`config.mk`:
```
export PLATFORM = sky130hd
export DESIGN_NAME = strm_wr_adapter
export DESIGN_NICKNAME = d
export VERILOG_FILES = /design/src/rtl/wa_pkg.sv /design/src/rtl/wa_regs.sv /design/src/rtl/wa_seq.sv /design/src/rtl/wa_wport.sv /design/src/rtl/strm_wr_adapter.sv
export SDC_FILE = /design/constraint.sdc
export NUM_CORES = 1
export LEC_CHECK = 0
export BUFFER_PORTS_ARGS = -buffer_cell sky130_fd_sc_hd__clkbuf_2
export CORE_UTILIZATION = 35
export DETAILED_ROUTE_END_ITERATION = 7
export SLEW_MARGIN = 20
export SYNTH_ARGS = -nofsm -noshare
export SYNTH_HDL_FRONTEND = slang
export SYNTH_SLANG_ARGS = --single-unit
```
`constraint.sdc`:
```
create_clock -name clk -period 3.7 [get_ports clk]
set_clock_uncertainty 0.2 [all_clocks]
set_input_delay 0.555 -clock clk [delete_from_list [all_inputs] [get_ports clk]]
set_output_delay 0.555 -clock clk [all_outputs]
set_load 0.03 [all_outputs]
```
`src/rtl/wa_pkg.sv`:
```
package wa_pkg;
  localparam int REG_W = 32;
  typedef enum logic [1:0] {
    SEL_ADDR = 2'd0,
    SEL_LEN  = 2'd1,
    SEL_CNT  = 2'd2
  } reg_sel_e;
endpackage

```
`src/rtl/wa_regs.sv`:
```
module wa_regs
  import wa_pkg::*;
#(
  parameter int AW = 16,
  parameter int CW = 16
) (
  input  logic             clk,
  input  logic             rst_n,
  input  logic             wr_en,
  input  logic [1:0]       wr_sel,
  input  logic [REG_W-1:0] wr_data,
  input  logic [1:0]       rd_sel,
  output logic [REG_W-1:0] rd_data,
  input  logic             busy,
  input  logic [CW-1:0]    cnt,
  output logic [AW-1:0]    start_addr,
  output logic [CW-1:0]    len,
  output logic             len_load
);
  logic          addr_en;
  logic [AW-1:0] addr_q;
  logic [CW-1:0] len_q;

  assign addr_en  = wr_en && (wr_sel == SEL_ADDR);
  assign len_load = wr_en && (wr_sel == SEL_LEN) && !busy;

  always_ff @(posedge clk or negedge rst_n) begin
    if (!rst_n) begin
      addr_q <= '0;
    end else if (addr_en) begin
      addr_q <= wr_data[AW-1:0];
    end
  end

  always_ff @(posedge clk or negedge rst_n) begin
    if (!rst_n) begin
      len_q <= '0;
    end else if (len_load) begin
      len_q <= wr_data[CW-1:0];
    end
  end

  always_comb begin
    rd_data = '0;
    case (rd_sel)
      SEL_ADDR: rd_data[AW-1:0] = addr_q;
      SEL_LEN:  rd_data[CW-1:0] = len_q;
      SEL_CNT:  rd_data[CW-1:0] = cnt;
      default:  rd_data = '0;
    endcase
  end

  assign start_addr = addr_q;
  assign len        = len_q;
endmodule

```
`src/rtl/wa_seq.sv`:
```
module wa_seq #(
  parameter int AW = 16,
  parameter int CW = 16
) (
  input  logic          clk,
  input  logic          rst_n,
  input  logic          len_load,
  input  logic [CW-1:0] len_new,
  input  logic [CW-1:0] len,
  input  logic [AW-1:0] start_addr,
  input  logic          word_done,
  output logic          armed,
  output logic          room,
  output logic          done,
  output logic [CW-1:0] cnt,
  output logic [AW-1:0] addr_cnt
);
  logic          armed_q, armed_d, done_q, done_d, en;
  logic [CW-1:0] cnt_q, cnt_d, cnt_inc;
  logic [AW-1:0] acnt_q, acnt_d;

  assign cnt_inc = cnt_q + CW'(1);

  always_comb begin
    en      = 1'b0;
    armed_d = armed_q;
    done_d  = done_q;
    cnt_d   = cnt_q;
    acnt_d  = acnt_q;
    if (len_load) begin
      en      = 1'b1;
      cnt_d   = '0;
      acnt_d  = start_addr;
      armed_d = (len_new != '0);
      done_d  = (len_new == '0);
    end else if (word_done) begin
      en      = 1'b1;
      cnt_d   = cnt_inc;
      acnt_d  = acnt_q + AW'(1);
      if (cnt_inc == len) begin
        armed_d = 1'b0;
        done_d  = 1'b1;
      end
    end
  end

  always_ff @(posedge clk or negedge rst_n) begin
    if (!rst_n) begin
      armed_q <= 1'b0;
      done_q  <= 1'b0;
      cnt_q   <= '0;
      acnt_q  <= '0;
    end else if (en) begin
      armed_q <= armed_d;
      done_q  <= done_d;
      cnt_q   <= cnt_d;
      acnt_q  <= acnt_d;
    end
  end

  assign armed    = armed_q;
  assign done     = done_q;
  assign cnt      = cnt_q;
  assign addr_cnt = acnt_q;
  assign room     = (cnt_q < len);
endmodule

```
`src/rtl/wa_wport.sv`:
```
module wa_wport #(
  parameter int AW = 16,
  parameter int DW = 32
) (
  input  logic          clk,
  input  logic          rst_n,
  input  logic          accept,
  input  logic [AW-1:0] addr_in,
  input  logic [DW-1:0] data_in,
  input  logic          ack,
  output logic          pending,
  output logic          word_done,
  output logic [AW-1:0] addr_out,
  output logic [DW-1:0] data_out
);
  logic          pend_q, pend_d, pend_en;
  logic [AW-1:0] addr_q;
  logic [DW-1:0] data_q;

  assign word_done = pend_q && ack;

  always_comb begin
    pend_en = accept || word_done;
    pend_d  = accept;
  end

  always_ff @(posedge clk or negedge rst_n) begin
    if (!rst_n) begin
      pend_q <= 1'b0;
    end else if (pend_en) begin
      pend_q <= pend_d;
    end
  end

  always_ff @(posedge clk or negedge rst_n) begin
    if (!rst_n) begin
      addr_q <= '0;
      data_q <= '0;
    end else if (accept) begin
      addr_q <= addr_in;
      data_q <= data_in;
    end
  end

  assign pending  = pend_q;
  assign addr_out = addr_q;
  assign data_out = data_q;
endmodule

```
`src/rtl/strm_wr_adapter.sv`:
```
module strm_wr_adapter
  import wa_pkg::*;
#(
  parameter int AW = 16,
  parameter int DW = 32,
  parameter int CW = 16
) (
  input  logic             clk,
  input  logic             rst_n,
  input  logic             reg_wr_en,
  input  logic [1:0]       reg_wr_sel,
  input  logic [REG_W-1:0] reg_wr_data,
  input  logic [1:0]       reg_rd_sel,
  output logic [REG_W-1:0] reg_rd_data,
  input  logic             s_valid,
  input  logic [DW-1:0]    s_data,
  output logic             s_ready,
  output logic             mem_req,
  output logic [AW-1:0]    mem_addr,
  output logic [DW-1:0]    mem_wdata,
  input  logic             mem_ack,
  output logic             xfer_done
);
  logic          rst_meta_n, rst_sync_n;
  logic          armed, room, pending, word_done, len_load, accept;
  logic [CW-1:0] cnt, len;
  logic [AW-1:0] start_addr, addr_cnt;

  always_ff @(posedge clk or negedge rst_n) begin
    if (!rst_n) begin
      rst_meta_n <= 1'b0;
      rst_sync_n <= 1'b0;
    end else begin
      rst_meta_n <= 1'b1;
      rst_sync_n <= rst_meta_n;
    end
  end

  assign s_ready = armed && !pending && room;
  assign accept  = s_valid && s_ready;

  wa_regs #(.AW(AW), .CW(CW)) regs_i (
    .clk(clk), .rst_n(rst_sync_n),
    .wr_en(reg_wr_en), .wr_sel(reg_wr_sel), .wr_data(reg_wr_data),
    .rd_sel(reg_rd_sel), .rd_data(reg_rd_data),
    .busy(pending), .cnt(cnt),
    .start_addr(start_addr), .len(len), .len_load(len_load)
  );

  wa_seq #(.AW(AW), .CW(CW)) seq_i (
    .clk(clk), .rst_n(rst_sync_n),
    .len_load(len_load), .len_new(reg_wr_data[CW-1:0]), .len(len),
    .start_addr(start_addr), .word_done(word_done),
    .armed(armed), .room(room), .done(xfer_done),
    .cnt(cnt), .addr_cnt(addr_cnt)
  );

  wa_wport #(.AW(AW), .DW(DW)) wport_i (
    .clk(clk), .rst_n(rst_sync_n),
    .accept(accept), .addr_in(addr_cnt), .data_in(s_data),
    .ack(mem_ack), .pending(pending), .word_done(word_done),
    .addr_out(mem_addr), .data_out(mem_wdata)
  );

  assign mem_req = pending;
endmodule

```
==> metrics, run 1 <==
cell taking the most area after synthesis=dfrtp_1; Ys Warns=0; I/O Buffers=123; Max IR drop VDD=0.563 mV; global-route wire length before repair=26200 microns; final worst slack=604 ps; class of the tightest hold or removal check=reg -> reg; minimum setup slack after placement=920 ps; Critical Path Sink Type=primary output; number of hold-slack violations in the final timing report=0; Clk Tree Root Cell=clkbuf_16; via count of the first global-routing pass=4983; leading cell type by number of instances after synthesis=dfrtp_1; RSZ-0062 raised after global routing=false; setup violators final=0; site row count=48; worst reg2reg path depth=7; critical hold path startpoint=rst_meta_n; buffer count from post-CTS setup fixing=0; synthesis-stage register bit count=117; Clock transition at path regs=60 ps; sum of overflow across all layers after global routing=0; period utilization=0.837; largest net degree at the start of global routing=60; parity-gate share of the synthesized area counting xor and xnor cells=0.0295; result of the run=finished clean; most used standard cells in the synthesized netlist=dfrtp_1 (117), nand2_1 (85), o21ai_0 (66); adder-cell area share of the yosys netlist=0.0362; maximum clock frequency=0.323 GHz; CTS Buf Count=17; combinational family with the most area after synthesis=multiplexers; Vias per Instance=5.14; GR Layer Usage met2=0.301; area grow syn2layout=23.7%; last weighted congestion value of the routability-driven placer=0.832; initial antenna violation count=0; Core Box Area=17400 sq um; number of hold-repair buffers added at the cts stage=1; quantity of gates resized following cts=0; proportion of synthesized flip-flops having asynchronous set or reset=1.00; worst reg2reg path endpoint=seq_i.armed; layer with the highest usage=met2; critical path fanouts, max=11; data arrival at the endpoint of the critical path=2340 ps; drt drc=0; count of pins on the block boundary=156; leakage power total=0.00358 uW; # clock sinks=117; max-capacitance violation count=0; HPWL reported at the end of detailed placement=11500 microns; cell area power density=810 nW/um^2; max-slew headroom at the worst pin=0.492; overall via count from detail_route=4937; cells taking the most area after synthesis=dfrtp_1 (47%), mux2_2 (12%), o21ai_0 (5.3%); Cell Count, Final, Fillers Out=961; Crit Path Class=reg -> out; global routing met1 resource utilization=0.238; area fraction in compound gates after synthesis=0.122; minimum setup slack among reg-to-reg paths=970 ps; count of H-tree levels built during CTS=4; Avg Cell Area, Syn=10.3 sq um; Final Max Tran Viols=0; sequential cell area fraction in the yosys report=0.470; synthesized cell area=6230 sq um; Die Ht=135 microns; worst slew pin tran=761 ps; ratio of cells with drive above 1 in the final layout=0.330; Total Neg Setup Slack=0 ps; count of antenna diodes in the layout=0; number of buffers between clock root and the deepest sink=2; First-pass DRT Iterations=5; Yosys top cell area share=0.470; simple-gate area share of the yosys netlist=0.142; post-synthesis instance total=607; TritonCTS clock tree=yes; required time at the worst-slack endpoint=2940 ps; number of nets at the end of the flow=814; launching element type of the critical path=flop; initial standard-cell utilization of the core=0.359; EDFF count, synth=0; minimum clock period after layout=3100 ps; number of unique standard cell types used by synthesis=64; number of DRC markers after the initial detailed-route iteration=359; Finished Core Util=0.444; Horiz. Die Dim=135 microns; post-detailed-route count of antenna-violating nets=0; die footprint=18300 sq um; Placed Cells incl. Taps=928; WHS Endpoint=rst_sync_n; latest clock arrival within the worst-skew pair=410 ps; number of cells on the worst hold path=0; mux share of post-synthesis cell area=0.143; leading register cell type out of synthesis=dfrtp_1; GRT Util Overall=0.188; wire length per cell=16.8 microns; GRT met3 Usage=0.0494; worst r2r src=seq_i.cnt[0]; Post-Route WL=16100 microns
[sequential cells by signal, indices dropped and copies added (netlist names)]
name	count
wport_i.data_out	32
regs_i.len	16
regs_i.start_addr	16
seq_i.addr_cnt	16
seq_i.cnt	16
wport_i.addr_out	16
rst_meta_n	1
rst_sync_n	1
seq_i.armed	1
seq_i.done	1
wport_i.pending	1
[how the worst max path moves through the flow]
stage / start / to / depth (start not counted)
CTS: seq_i.cnt[9] / s_ready / 7
finish: seq_i.cnt[9] / s_ready / 7
global route: seq_i.cnt[9] / s_ready / 7
global placement: reg_rd_sel[0] / reg_rd_data[7] / 6
detailed placement: reg_rd_sel[0] / reg_rd_data[7] / 6
floorplan: reg_rd_sel[0] / reg_rd_data[10] / 4
[worst max-delay path, cell delays in order, from the launching register on]
cell	delay [ps]
dfrtp_1	490
ha_1	360
a21o_1	180
a21o_1	170
a21oi_1	150
o211a_1	230
and2_1	140
clkbuf_2	200
[metrics by stage]
stage,power (uW),hold WS [ps],instance area [sq um]
detailed placement,4440,139,7030
global route,6600,155,7710
CTS,6310,143,7710
finish,6250,149,7710
global placement,4410,134,7030
floorplan,3740,59.4,6290
[area by class of cell]
| type | count | area (sq um) |
|---|---|---|
| clock buffer | 25 | 526 |
| clock inverter | 7 | 140 |
| fill | 1655 | 9650 |
| inverter | 19 | 71.3 |
| multi-input combinational | 434 | 3030 |
| sequential | 117 | 2930 |
| tap | 225 | 282 |
| timing repair buffer | 134 | 726 |
[logic make-up after synthesis]
logic type | count (synthesis)
AOI/OAI and AO/OA | 123
buffers and inverters | 71
adders and majority gates | 18
xor gates and xnor gates | 21
other | 2
and+or+nand+nor | 174
muxes | 81
DFF | 117
[layer usage]
metal  routed length, microns  vias up
met5                        0        -
met4                      342        0
met3                     1170       20
met2                     7680      159
met1                     6950     2401
li1                         -     2357
[cell usage in the layout (no fill, tap or decap), types with 3 or more instances in the layout]
master	count
a21o_1	3
a21oi_1	13
and2_1	5
and3_1	4
buf_4	8
bufinv_16	4
clkbuf_16	17
clkbuf_2	123
clkbuf_8	7
conb_1	17
dfrtp_1	116
ha_1	18
inv_1	19
mux2_2	64
mux2i_1	17
nand2_1	85
nand3_1	13
nand4_1	10
nor2_1	14
nor2b_1	6
nor3_1	8
nor3b_1	3
nor4_1	7
o21a_1	3
o21ai_0	66
o311ai_0	4
o31ai_1	9
xnor2_1	12
xor2_1	9
[where the power goes]
part	switching (uW)	internal, uW
clock network	580	1250
registers	419	1750
logic	1390	855
total	2390	3860
No activity file was read; power rests on OpenSTA's default activity.
==> run 2, diff against run 1 <==
--- a/config.mk
+++ b/config.mk
@@ -5,6 +5,7 @@
 export SDC_FILE = /design/constraint.sdc
 export NUM_CORES = 1
 export LEC_CHECK = 0
+export ABC_AREA = 1
 export BUFFER_PORTS_ARGS = -buffer_cell sky130_fd_sc_hd__clkbuf_2
 export CORE_UTILIZATION = 35
 export DETAILED_ROUTE_END_ITERATION = 7
==> constraint.sdc (replaced) <==
create_clock -name clk -period 2.6 [get_ports clk]
set_clock_uncertainty 0.2 [all_clocks]
set_input_delay 0.39 -clock clk [delete_from_list [all_inputs] [get_ports clk]]
set_output_delay 0.39 -clock clk [all_outputs]
set_load 0.03 [all_outputs]
==> run 2 against run 1 <==
- the run now ends with negative setup slack left
- final cell count rose by 21%
- cell area rose by 4.3%
- via count rose by 16%
- flip-flop and latch count did not move
- routed wire length rose by 5.8%
- sequential share of layout area fell by 1.5 points
- hold slack got worse by 140 ps
- combinational power rose by 88%
- sequential power rose by 42%
==> metrics, run 2 <==
number of hold-slack violations in the final timing report=0; EDFF count, synth=0; GRT Util Overall=0.194; Post-Route WL=17100 microns; Avg Cell Area, Syn=8.07 sq um; worst r2r src=seq_i.cnt[0]; leading cell type by number of instances after synthesis=nand2_1; sum of overflow across all layers after global routing=0; HPWL reported at the end of detailed placement=12100 microns; cell taking the most area after synthesis=dfrtp_1; number of unique standard cell types used by synthesis=39; site row count=48; global-route wire length before repair=26900 microns; cells taking the most area after synthesis=dfrtp_1 (47%), nand2_1 (12%), o21ai_0 (6.9%); max-capacitance violation count=0; launching element type of the critical path=flop; Placed Cells incl. Taps=1105; Vias per Instance=4.94; Horiz. Die Dim=135 microns; die footprint=18200 sq um; post-detailed-route count of antenna-violating nets=0; Yosys top cell area share=0.472; critical path fanouts, max=5; proportion of synthesized flip-flops having asynchronous set or reset=1.00; CP endpoint=s_ready; period utilization=1.00; minimum clock period after layout=2610 ps; worst slew pin tran=979 ps; final worst slack=-11.7 ps; worst reg2reg path endpoint=seq_i.armed; post-synthesis instance total=768; result of the run=finished, violations left; flip-flop count of the largest register after layout=32; Clock transition at path regs=60 ps; Critical Path Sink Type=primary output; cell area power density=1200 nW/um^2; number of nets at the end of the flow=1014; Final Max Tran Viols=0; count of pins on the block boundary=156; largest net degree at the start of global routing=46; violations in the final reports=negative setup slack; leakage power total=0.00401 uW; CTS Buf Count=17; number of buffers between clock root and the deepest sink=2; Max IR drop VDD=0.531 mV; sequential cell area fraction in the yosys report=0.472; max-slew headroom at the worst pin=0.346; TritonCTS clock tree=yes; minimum setup slack among reg-to-reg paths=220 ps; Total Neg Setup Slack=-11.7 ps; required time at the worst-slack endpoint=2010 ps; last weighted congestion value of the routability-driven placer=0.835; crit path from=seq_i.cnt[10]; design area=8040 sq um; RSZ-0062 raised after global routing=true; worst reg2reg path depth=13; # clock sinks=117; area grow syn2layout=29.7%; synthesis-stage register bit count=117; most common cell after layout, fill and taps aside=nand2_1; placed standard-cell area=7100 sq um; drt drc=0; synthesized cell area=6200 sq um; Core Box Area=17300 sq um; I/O Buffers=123; Cell Count, Final, Fillers Out=1161; via count of the first global-routing pass=5420; setup violators final=1; latest clock arrival within the worst-skew pair=420 ps; leading register cell type out of synthesis=dfrtp_1; Die Ht=135 microns; wire length per cell=14.7 microns; Clk Tree Root Cell=clkbuf_16; count of antenna diodes in the layout=0; commonest cells after routing, fill and taps aside=nand2_1 (194), clkbuf_2 (122), dfrtp_1 (113); First-pass DRT Iterations=5; Crit Path Class=reg -> out; most used standard cells in the synthesized netlist=nand2_1 (195), dfrtp_1 (117), inv_1 (108); count of H-tree levels built during CTS=4; overall via count from detail_route=5734; class of the tightest hold or removal check=in -> reg; maximum clock frequency=0.383 GHz; Ys Warns=0; data arrival at the endpoint of the critical path=2020 ps; initial antenna violation count=0; ratio of cells with drive above 1 in the final layout=0.243; number of DRC markers after the initial detailed-route iteration=254; initial standard-cell utilization of the core=0.358; minimum setup slack after placement=189 ps
[run 2: cell types whose count changed in the layout (fill, tap and decap cells not counted), moves of 8 or more]
| cell | previous run | this run |
|---|---|---|
| nand2_1 | 85 | 194 |
| inv_1 | 19 | 101 |
| mux2_2 | 64 | 3 |
| nand3_1 | 13 | 51 |
| o221ai_1 | 0 | 22 |
| o21ai_0 | 66 | 84 |
| mux2i_1 | 17 | 0 |
| nor2_1 | 14 | 31 |
| dlygate4sd3_1 | 1 | 17 |
| buf_4 | 8 | 21 |
| xnor2_1 | 12 | 1 |
| inv_2 | 0 | 8 |
| o22ai_1 | 1 | 9 |
[run 2: cells by family after synthesis]
group / count (synthesis) / share of synthesized area
and+or+nand+nor: 313 / 0.219
buffers and inverters: 153 / 0.104
xor gates and xnor gates: 9 / 0.0149
muxes: 3 / 0.00545
adders and majority gates: 18 / 0.0363
DFF: 117 / 0.472
other: 2 / 0.00121
AOI/OAI and AO/OA: 153 / 0.147
[run 2: final cells by class]
cell class	instances	area (sq um)
Clock buffer	18	439
Tap cell	225	282
Sequential cell	117	2940
Clock inverter	14	154
Timing Repair Buffer	164	1010
Fill cell	1723	9260
Inverter	110	415
Multi-Input combinational cell	513	2800
[run 2: how the worst min path moves through the flow]
stage | startpoint | endpoint | slack [ps] | depth (start not counted)
floorplan | rst_n | rst_meta_n | -110 | 0
global placement | rst_n | rst_meta_n | -20 | 1
detailed placement | rst_n | rst_meta_n | -20 | 1
CTS | s_data[3] | wport_i.data_out[3] | 1 | 3
global route | mem_ack | wport_i.pending | 10 | 2
finish | mem_ack | wport_i.pending | 9 | 2
[run 2: per-stage QoR]
| stage | power [uW] | hold WS [ps] | utilization |
|---|---|---|---|
| finish | 9630 | 8.72 | 0.465 |
| global route | 10300 | 10.3 | 0.465 |
| CTS | 9500 | 1.09 | 0.458 |
| detailed placement | 6960 | -20.1 | 0.411 |
| global placement | 6910 | -23.0 | 0.411 |
| floorplan | 5760 | -106 | - |
[run 2: worst max-delay path, stage by stage (launching register included)]
cell and delay, ps:
dfrtp_1 450, ha_1 340, nand2_2 70, o21a_1 190, o21ai_2 160, a21oi_2 60, a21boi_2 150, clkbuf_8 170
[run 2: repair_timing]
action | 4_1_cts | 5_1_grt
hold buffers | 17 | 0
hold endpoints to repair | 18 | 0
setup buffers | 5 | 2
setup endpoints to repair | 1 | 1
pin swaps | 3 | 10
gates resized for setup | 15 | 18
[run 2: report_power, final]
group | leakage (uW) | internal (uW) | switching [uW]
combinational | 0.00226 | 1450 | 2750
sequential | 0.00147 | 2550 | 540
clock | 0.000283 | 1440 | 896
[run 2: metal layers]
layer,track usage,wire length (microns),vias up
li1,-,-,2818
met1,0.248,7650,2666
met2,0.309,7850,221
met3,0.0402,1100,29
met4,0.101,492,0
met5,0,0,-
==> run 3, diff against run 2 <==
--- a/config.mk
+++ b/config.mk
@@ -7,9 +7,9 @@
 export LEC_CHECK = 0
 export ABC_AREA = 1
 export BUFFER_PORTS_ARGS = -buffer_cell sky130_fd_sc_hd__clkbuf_2
+export CORE_MARGIN = 5
 export CORE_UTILIZATION = 35
 export DETAILED_ROUTE_END_ITERATION = 7
-export SLEW_MARGIN = 20
 export SYNTH_ARGS = -nofsm -noshare
 export SYNTH_HDL_FRONTEND = slang
 export SYNTH_SLANG_ARGS = --single-unit
==> run 3 against run 2 <==
- the flow now finishes without violations
- clock power is 10% higher
- sequential share of layout area increased by 0.17 points
- die area rose by 12%
- critical path depth unchanged
- register-to-register slack lost 40 ps
- worst setup slack better by 63 ps
- utilization decreased by 0.40 points
- global-route usage fell by 1.7 points
- flip-flop and latch count unchanged
- largest power group unchanged
==> metrics, run 3 (same netlist as run 2, synthesis figures left out) <==
post-detailed-route count of antenna-violating nets=0; count of H-tree levels built during CTS=4; setup violators final=0; list of cells traversed by the critical path=ha_1 -> nand2_1 -> inv_1 -> nand4_1 -> o211ai_1 -> a21boi_2 -> clkbuf_8; cell area power density=1230 nW/um^2; final worst slack=50.9 ps; number of hold-slack violations in the final timing report=0; last weighted congestion value of the routability-driven placer=0.846; highest-delay cell along the critical path=dfrtp_1; Critical Path Sink Type=primary output; data arrival at the endpoint of the critical path=1960 ps; max-slew headroom at the worst pin=0.574; minimum setup slack after placement=142 ps; via count of the first global-routing pass=5525; global-route wire length before repair=28400 microns; overall power after layout=9810 uW; site row count=48; First-pass DRT Iterations=5; combinational share of power=0.424; Switching Fraction=0.419; Total Neg Setup Slack=0 ps; result of the run=finished clean; # clock sinks=117; Core Box Area=17400 sq um; peak per-stage delay on the critical path=460 ps; required time at the worst-slack endpoint=2010 ps; Post-Route WL=17700 microns; HPWL reported at the end of detailed placement=12900 microns; area grow syn2layout=29.0%; overall via count from detail_route=5631; launching element type of the critical path=flop; most common cell after layout, fill and taps aside=nand2_1; internal power component=5700 uW; TritonCTS clock tree=yes; Clk Tree Root Cell=clkbuf_16; GRT Util Overall=0.177; leakage power total=0.00403 uW; wire length per cell=15.3 microns; critical hold path startpoint=s_data[0]; worst r2r src=seq_i.cnt[7]; number of DRC markers after the initial detailed-route iteration=326; count of pins on the block boundary=156; Max IR drop VDD=0.507 mV; worst slew pin tran=638 ps; Die Ht=143 microns; I/O Buffers=123; sum of overflow across all layers after global routing=0; class of the tightest hold or removal check=in -> reg; max-capacitance violation count=0; crit path from=seq_i.cnt[7]; RSZ-0062 raised after global routing=true; latest clock arrival within the worst-skew pair=410 ps; Clock transition at path regs=60 ps; critical path fanouts, max=6; ratio of cells with drive above 1 in the final layout=0.237; Final Max Tran Viols=0; design area=8000 sq um; number of buffers between clock root and the deepest sink=2; Horiz. Die Dim=143 microns; initial antenna violation count=0; switching power=4110 uW; commonest cells after routing, fill and taps aside=nand2_1 (195), clkbuf_2 (122), dfrtp_1 (114); die footprint=20500 sq um; Vias per Instance=4.88; drt drc=0; count of antenna diodes in the layout=0; largest net degree at the start of global routing=48; period utilization=0.980; part of the total power dissipated in sequential elements=0.314; maximum clock frequency=0.392 GHz; number of nets at the end of the flow=1009; minimum clock period after layout=2550 ps; Layout fillers=1738; clock share of power=0.262; CTS Buf Count=17; flip-flop count of the largest register after layout=32; placed standard-cell area=7130 sq um; Crit Path Class=reg -> out; initial standard-cell utilization of the core=0.357
[run 3: what timing repair did]
item | in CTS | in global routing
hold buffers | 7 | 0
setup buffers | 7 | 5
resized for setup | 19 | 1
endpoints found under the hold margin | 8 | 0
setup endpoints to repair | 1 | 1
pin swaps | 7 | 4
[run 3: final cells by class]
| class | count | area [sq um] | share of cell area |
|---|---|---|---|
| multi-input cells | 513 | 2750 | 0.344 |
| inverters | 110 | 413 | 0.0516 |
| repair buffers | 159 | 975 | 0.122 |
| well taps | 225 | 282 | 0.0352 |
| clock buffers | 19 | 443 | 0.0554 |
| flip-flops and latches | 117 | 2930 | 0.367 |
| clock inverters | 12 | 201 | 0.0252 |
[run 3: layer usage]
| layer | up-vias | wire length [microns] | global-route usage |
|---|---|---|---|
| li1 | 2807 | - | - |
| met1 | 2634 | 7980 | 0.239 |
| met2 | 172 | 8310 | 0.289 |
| met3 | 18 | 1180 | 0.0375 |
| met4 | 0 | 239 | 0.0490 |
| met5 | - | 0 | 0 |
[run 3: through the flow]
| stage | utilization | hold WS (ps) | std cells |
|---|---|---|---|
| final | 0.461 | 13.6 | 1155 |
| after CTS | 0.458 | 0.0434 | 1150 |
| after global placement | 0.411 | -22.5 | 1105 |
| after global routing | 0.461 | 5.69 | 1155 |
| after floorplan | - | -106 | 783 |
| after detailed placement | 0.411 | -22.1 | 1105 |
[run 3: power groups by stage]
stage          registers (uW)  logic (uW)  clock network, uW
2_1_floorplan            3730        2030                  0
3_5_place_dp             3110        3880                  0
5_1_grt                  3160        4630               2720
6_report                 3080        4160               2580
3_3_place_gp             3100        3820                  0
4_1_cts                  3070        4110               2630
[run 3: final timing paths]
| kind | to | slack, ps | depth (start not counted) |
|---|---|---|---|
| worst max-delay path | s_ready | 50 | 7 |
| worst min-delay path | wport_i.data_out[0] | 10 | 3 |
| worst max register to register | wport_i.data_out[6] | 180 | 10 |
| worst min register to register | wport_i.data_out[0] | 150 | 0 |
| max in group asynchronous | wport_i.data_out[28] | 1430 | 1 |
| min in group asynchronous | rst_sync_n | 100 | 2 |
[run 3: worst max-delay path: cells and delay by family, from the launching register on]
| kind | cells | cell delay, ps |
|---|---|---|
| AOI/OAI and AO/OA | 2 | 370 |
| and+or+nand+nor | 2 | 170 |
| adders and majority gates | 1 | 350 |
| DFF | 1 | 460 |
| buffers and inverters | 2 | 210 |
